**src/rtl/i2c_tx_pkg.sv**
```systemverilog
package i2c_tx_pkg;

  typedef enum logic [2:0] {
    S_IDLE,
    S_START,
    S_BYTE,
    S_HOLD,
    S_STOP,
    S_LOST
  } txState_t;

  typedef struct packed {
    logic runDiv;     // divider counts while a timed bus phase runs
    logic loadShift;  // copy data register into shifter
    logic shiftNext;  // advance shifter by one bit
    logic dataWrOk;   // host may write the data register
  } dpCtl_t;

  localparam logic [7:0] ST_START   = 8'h08;
  localparam logic [7:0] ST_RSTART  = 8'h10;
  localparam logic [7:0] ST_AW_ACK  = 8'h18;
  localparam logic [7:0] ST_AW_NACK = 8'h20;
  localparam logic [7:0] ST_D_ACK   = 8'h28;
  localparam logic [7:0] ST_D_NACK  = 8'h30;
  localparam logic [7:0] ST_LOST    = 8'h38;
  localparam logic [7:0] ST_AR_ACK  = 8'h40;
  localparam logic [7:0] ST_AR_NACK = 8'h48;
  localparam logic [7:0] ST_IDLE    = 8'hF8;

endpackage

```
**src/rtl/i2c_tx_datapath.sv**
```systemverilog
module i2c_tx_datapath
  import i2c_tx_pkg::*;
#(
  parameter int DIV_W  = 8,
  parameter int BYTE_W = 8,
  parameter int SYNC_N = 2
) (
  input  logic              clk,
  input  logic              rst_n,
  input  logic [DIV_W-1:0]  clkDiv,
  input  dpCtl_t            ctl,
  input  logic              dataWr,
  input  logic [BYTE_W-1:0] dataIn,
  input  logic              sclIn,
  input  logic              sdaIn,
  output logic              tick,
  output logic              txBit,
  output logic              sdaSync,
  output logic              busBusy,
  output logic [BYTE_W-1:0] dataReg
);

  logic [DIV_W-1:0]  divCnt;
  logic [BYTE_W-1:0] shiftReg;
  logic [SYNC_N-1:0] sclPipe;
  logic [SYNC_N-1:0] sdaPipe;
  logic              sclSync;
  logic              sdaPrev;

  // quarter-period timebase
  assign tick = ctl.runDiv && (divCnt == clkDiv);

  always_ff @(posedge clk or negedge rst_n) begin
    if (!rst_n)                    divCnt <= '0;
    else if (!ctl.runDiv || tick)  divCnt <= '0;
    else                           divCnt <= divCnt + 1'b1;
  end

  // host byte and transmit shifter
  always_ff @(posedge clk or negedge rst_n) begin
    if (!rst_n) begin
      dataReg  <= '0;
      shiftReg <= '0;
    end else begin
      if (dataWr && ctl.dataWrOk) dataReg <= dataIn;
      if (ctl.loadShift)          shiftReg <= dataReg;
      else if (ctl.shiftNext)     shiftReg <= {shiftReg[BYTE_W-2:0], 1'b0};
    end
  end

  assign txBit = shiftReg[BYTE_W-1];

  // line synchronisers
  always_ff @(posedge clk or negedge rst_n) begin
    if (!rst_n) begin
      sclPipe <= '1;
      sdaPipe <= '1;
    end else begin
      sclPipe <= {sclPipe[SYNC_N-2:0], sclIn};
      sdaPipe <= {sdaPipe[SYNC_N-2:0], sdaIn};
    end
  end

  assign sclSync = sclPipe[SYNC_N-1];
  assign sdaSync = sdaPipe[SYNC_N-1];

  // bus occupancy: set by any START, cleared by any STOP
  always_ff @(posedge clk or negedge rst_n) begin
    if (!rst_n) begin
      sdaPrev <= 1'b1;
      busBusy <= 1'b0;
    end else begin
      sdaPrev <= sdaSync;
      if (sclSync && sdaPrev && !sdaSync)      busBusy <= 1'b1;
      else if (sclSync && !sdaPrev && sdaSync) busBusy <= 1'b0;
    end
  end

  // data register frozen while host access is closed
  p_data_locked_r10: assert property (@(posedge clk) disable iff (!rst_n)
    !ctl.dataWrOk |=> $stable(dataReg));

endmodule

```
**src/rtl/i2c_tx_ctrl.sv**
```systemverilog
module i2c_tx_ctrl
  import i2c_tx_pkg::*;
#(
  parameter int BYTE_W = 8
) (
  input  logic       clk,
  input  logic       rst_n,
  input  logic       tick,
  input  logic       txBit,
  input  logic       sdaSync,
  input  logic       busBusy,
  input  logic       addrRead,
  input  logic       hostWr,
  input  logic       hostStart,
  input  logic       hostStop,
  input  logic       hostSi,
  output dpCtl_t     ctl,
  output logic [7:0] statusOut,
  output logic       siOut,
  output logic       startFlag,
  output logic       stopFlag,
  output logic       sclLow,
  output logic       sdaLow
);

  localparam int IDX_W = $clog2(BYTE_W + 1);
  localparam logic [IDX_W-1:0] ACK_IDX = IDX_W'(BYTE_W);

  txState_t         st;
  logic [2:0]       q;
  logic [IDX_W-1:0] bitIdx;
  logic             rep;
  logic             isAddr;
  logic             ackSeen;
  logic             siClear;

  function automatic logic [7:0] byteCode(input logic addr, input logic rd,
                                          input logic ack);
    if (addr && rd)  return ack ? ST_AR_ACK : ST_AR_NACK;
    else if (addr)   return ack ? ST_AW_ACK : ST_AW_NACK;
    else             return ack ? ST_D_ACK  : ST_D_NACK;
  endfunction

  assign siClear       = hostWr && !hostSi && siOut;
  assign ctl.runDiv    = (st == S_START) || (st == S_BYTE) || (st == S_STOP);
  assign ctl.loadShift = (st == S_HOLD) && siClear && !hostStop && !hostStart;
  assign ctl.shiftNext = (st == S_BYTE) && tick && (q == 3'd3) && (bitIdx != ACK_IDX);
  assign ctl.dataWrOk  = siOut;

  always_ff @(posedge clk or negedge rst_n) begin
    if (!rst_n) begin
      st        <= S_IDLE;
      q         <= '0;
      bitIdx    <= '0;
      rep       <= 1'b0;
      isAddr    <= 1'b0;
      ackSeen   <= 1'b0;
      statusOut <= ST_IDLE;
      siOut     <= 1'b0;
      startFlag <= 1'b0;
      stopFlag  <= 1'b0;
      sclLow    <= 1'b0;
      sdaLow    <= 1'b0;
    end else begin
      if (hostWr) begin
        startFlag <= hostStart;
        stopFlag  <= hostStop;
        if (!hostSi) siOut <= 1'b0;
      end
      case (st)
        S_IDLE: begin
          if (startFlag && !busBusy) begin
            st        <= S_START;
            q         <= '0;
            rep       <= 1'b0;
            startFlag <= 1'b0;
          end
        end
        // q0: lines settle (SCL still low on a repeat), q1-q2: setup, q3-q4: hold
        S_START: begin
          if (tick) begin
            q <= q + 3'd1;
            case (q)
              3'd0: sclLow <= 1'b0;
              3'd2: sdaLow <= 1'b1;
              3'd4: begin
                sclLow    <= 1'b1;
                st        <= S_HOLD;
                siOut     <= 1'b1;
                isAddr    <= 1'b1;
                statusOut <= rep ? ST_RSTART : ST_START;
              end
              default: ;
            endcase
          end
        end
        // q0: SCL low, new SDA at its end; q1 end: SCL up; q2 end: sample; q3 end: SCL down
        S_BYTE: begin
          if (tick) begin
            q <= q + 3'd1;
            case (q)
              3'd0: sdaLow <= (bitIdx != ACK_IDX) && !txBit;
              3'd1: sclLow <= 1'b0;
              3'd2: begin
                if (bitIdx == ACK_IDX) ackSeen <= !sdaSync;
                else if (!sdaLow && !sdaSync) begin
                  st        <= S_LOST;
                  sclLow    <= 1'b0;
                  sdaLow    <= 1'b0;
                  siOut     <= 1'b1;
                  isAddr    <= 1'b0;
                  statusOut <= ST_LOST;
                end
              end
              default: begin
                q      <= '0;
                sclLow <= 1'b1;
                if (bitIdx == ACK_IDX) begin
                  st        <= S_HOLD;
                  siOut     <= 1'b1;
                  isAddr    <= 1'b0;
                  statusOut <= byteCode(isAddr, addrRead, ackSeen);
                end else begin
                  bitIdx <= bitIdx + 1'b1;
                end
              end
            endcase
          end
        end
        S_HOLD: begin
          if (siClear) begin
            q <= '0;
            if (hostStop) begin
              st     <= S_STOP;
              sdaLow <= 1'b1;
            end else if (hostStart) begin
              st        <= S_START;
              rep       <= 1'b1;
              sdaLow    <= 1'b0;
              startFlag <= 1'b0;
            end else begin
              st     <= S_BYTE;
              bitIdx <= '0;
            end
          end
        end
        // q0 end: SCL up; q1-q2: setup; q2 end: SDA up; q3: bus free time
        S_STOP: begin
          if (tick) begin
            q <= q + 3'd1;
            case (q)
              3'd0: sclLow <= 1'b0;
              3'd2: sdaLow <= 1'b0;
              3'd3: begin
                q        <= '0;
                stopFlag <= 1'b0;
                if (startFlag) begin
                  st        <= S_START;
                  rep       <= 1'b0;
                  startFlag <= 1'b0;
                end else begin
                  st        <= S_IDLE;
                  statusOut <= ST_IDLE;
                end
              end
              default: ;
            endcase
          end
        end
        S_LOST: begin
          if (siClear) begin
            st        <= S_IDLE;
            statusOut <= ST_IDLE;
          end
        end
        default: st <= S_IDLE;
      endcase
    end
  end

  // the no-information code never carries the flag; flagged codes are aligned
  p_idle_quiet_r1: assert property (@(posedge clk) disable iff (!rst_n)
    (statusOut == ST_IDLE) |-> !siOut);
  p_code_aligned_r1: assert property (@(posedge clk) disable iff (!rst_n)
    siOut |-> (statusOut != ST_IDLE) && (statusOut[2:0] == 3'b000));
  // bus parked with SCL low while host owns the next step
  p_hold_stretch_r10: assert property (@(posedge clk) disable iff (!rst_n)
    (siOut && statusOut != ST_LOST) |-> sclLow);
  // lost arbitration leaves both lines free
  p_lost_release_r8: assert property (@(posedge clk) disable iff (!rst_n)
    (statusOut == ST_LOST) |-> (!sclLow && !sdaLow));
  // data bit changes only with SCL pulled low
  p_sda_moves_low_r12: assert property (@(posedge clk) disable iff (!rst_n)
    (st == S_BYTE && $past(st) == S_BYTE && !$stable(sdaLow)) |-> sclLow);
  // finished STOP leaves the stop request cleared
  p_stop_cleared_r6: assert property (@(posedge clk) disable iff (!rst_n)
    ($past(st) == S_STOP && st == S_IDLE && !$past(hostWr)) |-> !stopFlag);

endmodule

```
**src/rtl/i2c_tx_master.sv**
```systemverilog
module i2c_tx_master
  import i2c_tx_pkg::*;
#(
  parameter int DIV_W = 8
) (
  input  logic             clk,
  input  logic             rst_n,
  input  logic [DIV_W-1:0] clkDiv,
  input  logic             hostWr,
  input  logic             hostStart,
  input  logic             hostStop,
  input  logic             hostSi,
  input  logic             dataWr,
  input  logic [7:0]       dataIn,
  output logic [7:0]       statusOut,
  output logic             siOut,
  output logic             startFlag,
  output logic             stopFlag,
  output logic [7:0]       dataOut,
  input  logic             sclIn,
  output logic             sclOe,
  input  logic             sdaIn,
  output logic             sdaOe
);

  localparam int BYTE_W = 8;

  dpCtl_t ctl;
  logic   tick;
  logic   txBit;
  logic   sdaSync;
  logic   busBusy;

  i2c_tx_datapath #(.DIV_W(DIV_W), .BYTE_W(BYTE_W), .SYNC_N(2)) u_dp (
    .clk     (clk),
    .rst_n   (rst_n),
    .clkDiv  (clkDiv),
    .ctl     (ctl),
    .dataWr  (dataWr),
    .dataIn  (dataIn),
    .sclIn   (sclIn),
    .sdaIn   (sdaIn),
    .tick    (tick),
    .txBit   (txBit),
    .sdaSync (sdaSync),
    .busBusy (busBusy),
    .dataReg (dataOut)
  );

  i2c_tx_ctrl #(.BYTE_W(BYTE_W)) u_ctrl (
    .clk       (clk),
    .rst_n     (rst_n),
    .tick      (tick),
    .txBit     (txBit),
    .sdaSync   (sdaSync),
    .busBusy   (busBusy),
    .addrRead  (dataOut[0]),
    .hostWr    (hostWr),
    .hostStart (hostStart),
    .hostStop  (hostStop),
    .hostSi    (hostSi),
    .ctl       (ctl),
    .statusOut (statusOut),
    .siOut     (siOut),
    .startFlag (startFlag),
    .stopFlag  (stopFlag),
    .sclLow    (sclOe),
    .sdaLow    (sdaOe)
  );

endmodule

```
**config.mk**
```make
export PLATFORM = sky130hd
export DESIGN_NAME = i2c_tx_master
export DESIGN_NICKNAME = d
export VERILOG_FILES = /design/src/rtl/i2c_tx_pkg.sv /design/src/rtl/i2c_tx_datapath.sv /design/src/rtl/i2c_tx_ctrl.sv /design/src/rtl/i2c_tx_master.sv
export SDC_FILE = /design/constraint.sdc
export NUM_CORES = 1
export LEC_CHECK = 0
export BUFFER_PORTS_ARGS = -buffer_cell sky130_fd_sc_hd__buf_2
export CAP_MARGIN = 10
export CELL_PAD_IN_SITES_DETAIL_PLACEMENT = 1
export CELL_PAD_IN_SITES_GLOBAL_PLACEMENT = 2
export CORE_UTILIZATION = 25
export DETAILED_ROUTE_END_ITERATION = 6
export PLACE_DENSITY = 0.62
export SLEW_MARGIN = 10
export SYNTH_ARGS = -nofsm -noshare
export SYNTH_HDL_FRONTEND = slang
export SYNTH_SLANG_ARGS = --single-unit
```
**constraint.sdc**
```tcl
create_clock -name clk -period 2.5 [get_ports clk]
set_input_delay 0.375 -clock clk [delete_from_list [all_inputs] [get_ports clk]]
set_output_delay 0.375 -clock clk [all_outputs]
set_load 0.02 [all_outputs]
```
==> flow_metrics.py <==
metrics = {
    "grt": {
        "gr-total-overflow": 0,
        "grt_pass1_vias": 2631,
        "grt_first_pass_wirelength_um": 13860,
        "grt_antenna_before_repair": 0,
        "grt_max_degree": 54,
        "grt_usage": 0.1397,
    },
    "logic_synthesis": {
        "muxShareOfSynthArea": 0.09680,
        "async_reset_ff_frac": 1.000,
        "syn_inst": 318,
        "synth_edf_count": 0,
        "synth_area_per_cell_sq_um": 9.715,
        "synth_area_sq_mm": 0.003089,
        "ys_types": 56,
        "synthSimpleGateAreaFrac": 0.1900,
        "ys_seq_elements": 53,
        "ys_seq_area_frac": 0.4334,
        "synth_xor_area_frac": 0.04536,
        "synth-adder-area-share": 0.04455,
        "yosys.area.top_type": "dfrtp_1",
        "synth_top_family_by_area": "simple AND/OR/NAND/NOR gates",
        "synthTopCellsByArea": "dfrtp_1, dfstp_2, mux2_2, o21ai_0, ha_1",
        "yosysWarningCount": 0,
        "synth_top_area_share": 0.3483,
        "ys.flop_type": "dfrtp_1",
        "synth_compound_area_frac": 0.1450,
    },
    "placed_design": {
        "io_buffers": 42,
        "gp_congestion": 0.8039,
        "place_area_sq_mm": 0.003518,
        "post-dp-hpwl_um": 6409,
    },
    "finish": {
        "area_growth_pct": 18.87,
        "finalNetCount": 404,
        "layout-drive-gt1-share": 0.2737,
        "mostFrequentLayoutCell": "dfrtp_1",
        "final_cell_mix": "dfrtp_1, buf_2, nor2_1",
        "fillers": 1410,
        "n_antenna_cell": 0,
        "final_area_sq_mm": 0.003672,
    },
    "detailed_routing": {
        "wl_um": 8402,
        "drc_errors": 0,
        "first_iter_violations": 54,
        "drt_first_pass_iters": 4,
        "num_vias": 2455,
        "viasPerCell": 4.758,
        "drt.antenna.violating_nets": 0,
        "post_drt_wl_per_cell_um": 16.28,
    },
    "worst_setup_path": {
        "critPathMaxStageDelay_ns": 0.61,
        "ff2ff_setup_slack_ns": 0.11,
        "slowest_stage": "dfrtp_1",
        "required_ns": 2.73,
        "critPathLaunchType": "register",
        "arrival_ns": 2.62,
        "end_kind": "register",
        "crit_chain": "nor3b_4, nand2_1, o221ai_1, nand3b_1, nand2b_4, mux2_2",
        "cp_max_fo": 13,
        "path_class": "reg2reg",
    },
    "die": {
        "dieArea_sq_mm": 0.01281,
        "pin_count": 46,
        "placementRows": 40,
        "die_h_um": 113.2,
        "core_area_sq_mm": 0.01201,
        "initial_core_util": 0.2572,
        "die_x_um": 113.2,
    },
    "timing": {
        "worst_pin_slew_ns": 0.6060,
        "finClkSkew_ns": 0.006751,
        "finalMaxSlewViolations": 0,
        "rsz0062_at_grt": "no",
        "setup_tns_ns": 0,
        "hold_viol_final": 0,
        "slew_headroom": 0.5917,
        "fin_crit_ns": 2.388,
        "setup_viol_count_final": 0,
        "post-route-period-util": 0.9552,
        "timing.fmax_mhz": 418.8,
    },
    "cts": {
        "clkLatencyLatePin_ns": 0.30,
        "hold_buffers": 0,
        "post-cts-setup-buffers": 0,
        "cts_tree": "built",
        "cts_root_buf": "clkbuf_16",
        "clkSlewWorstSetupHoldPaths_ns": 0.08,
        "cts_sinks": 53,
        "cts_resized": 0,
        "clk_path_buf_depth": 2,
        "htree_levels": 2,
        "numCtsBuffers": 5,
    },
    "pwr": {
        "switching_share": 0.4438,
        "p_leak_uw": 0.001692,
        "seq_power_share": 0.309,
        "p_int_uw": 2324,
        "p_sw_uw": 1854,
        "p_per_area_mw_per_mm2": 1138,
        "peakVddDrop_v": 0.0003785,
        "p_clk_frac": 0.181,
        "power_frac_comb": 0.509,
    },
    "outcome": {
        "outcome": "finished clean",
    },
    "worst_hold_path": {
        "hold_class": "in2async",
    },
    "run": {
        "cap_violations": 0,
    },
}
==> cells in the mapped netlist, drive strengths merged, types with 8 or more instances <==
master and n:
dfrtp 43, nor2 34, o21ai 30, nand2 27, a21oi 18, mux2 15
mux2i 13, xor2 13, ha 11, nand3 11, buf 10, dfstp 10
inv 10, nor3 8
==> metrics by stage <==
stage               power, uW  setup slack [ns]  hold slack (ns)  std cells  utilization
CTS                      4222            0.1457          0.07328        516       0.3057
finish                   4178            0.1120          0.05390        516       0.3057
global placement         3428            0.2256           0.3458        508       0.2929
global route             4502           0.01002          0.07869        516       0.3057
detailed placement       3445            0.1810           0.3475        508       0.2929
floorplan                2747            0.4976          0.07941        320            -
==> final timing paths <==
check,start,end,cells past startpoint
max,u_ctrl.st[1],u_ctrl.statusOut[3],6
min,rst_n,u_dp.dataReg[5],2
max reg2reg,u_ctrl.st[1],u_ctrl.statusOut[3],6
min reg2reg,u_dp.sdaPipe[0],u_dp.sdaPipe[1],0
max in group asynchronous,rst_n,u_ctrl.statusOut[7],2
min in group clk,sdaIn,u_dp.sdaPipe[0],1
==> power groups by stage <==
| stage | Clock, uW | Combinational (uW) | Sequential (uW) |
|---|---|---|---|
| 4_1_cts | 785 | 2150 | 1290 |
| 3_5_place_dp | 0 | 2140 | 1310 |
| 5_1_grt | 820 | 2360 | 1320 |
| 2_1_floorplan | 0 | 1480 | 1260 |
| 6_report | 758 | 2130 | 1290 |
| 3_3_place_gp | 0 | 2130 | 1300 |
==> state kept, by name, indices dropped and copies added (netlist names) <==
register,flops
u_ctrl.siOut,1
u_dp.shiftReg,8
u_ctrl.statusOut,5
u_dp.sclPipe,2
u_dp.dataReg,8
u_ctrl.rep,1
u_dp.sdaPrev,1
u_ctrl.startFlag,1
u_dp.divCnt,8
u_ctrl.sdaLow,1
u_ctrl.stopFlag,1
u_ctrl.st,3
u_dp.busBusy,1
u_ctrl.ackSeen,1
u_ctrl.sclLow,1
u_dp.sdaPipe,2
u_ctrl.q,3
u_ctrl.bitIdx,4
u_ctrl.isAddr,1
==> kinds of logic after synthesis <==
group,after synthesis
muxes,28
buffers and inverters,26
and+or+nand+nor,110
adders and majority gates,11
xor gates and xnor gates,16
other,1
AOI/OAI and AO/OA,73
DFF,53
==> area by class of cell <==
cell class	instances	area [sq um]	share of cell area
multi-input combinational	241	1623	0.4419
sequential	53	1339	0.3646
timing repair buffer	57	335.3	0.09131
tap	147	183.9	0.05009
clock buffer	5	125.1	0.03407
inverter	10	37.54	0.01022
clock inverter	3	28.78	0.007836
==> critical path: cells and delay by family (launching register included) <==
family             cells  cell delay (ns)
muxes                  1             0.34
DFF                    1             0.61
and+or+nand+nor        4             1.01
AOI/OAI and AO/OA      1             0.33
==> routing by layer <==
metal	vias up	global-route usage	part of all wire
met5	-	0	0
met4	0	0.03421	0.012
met3	9	0.02410	0.024
met2	41	0.2262	0.46
met1	1197	0.1933	0.50
li1	1208	-	-
No activity file was read; power rests on OpenSTA's default activity.
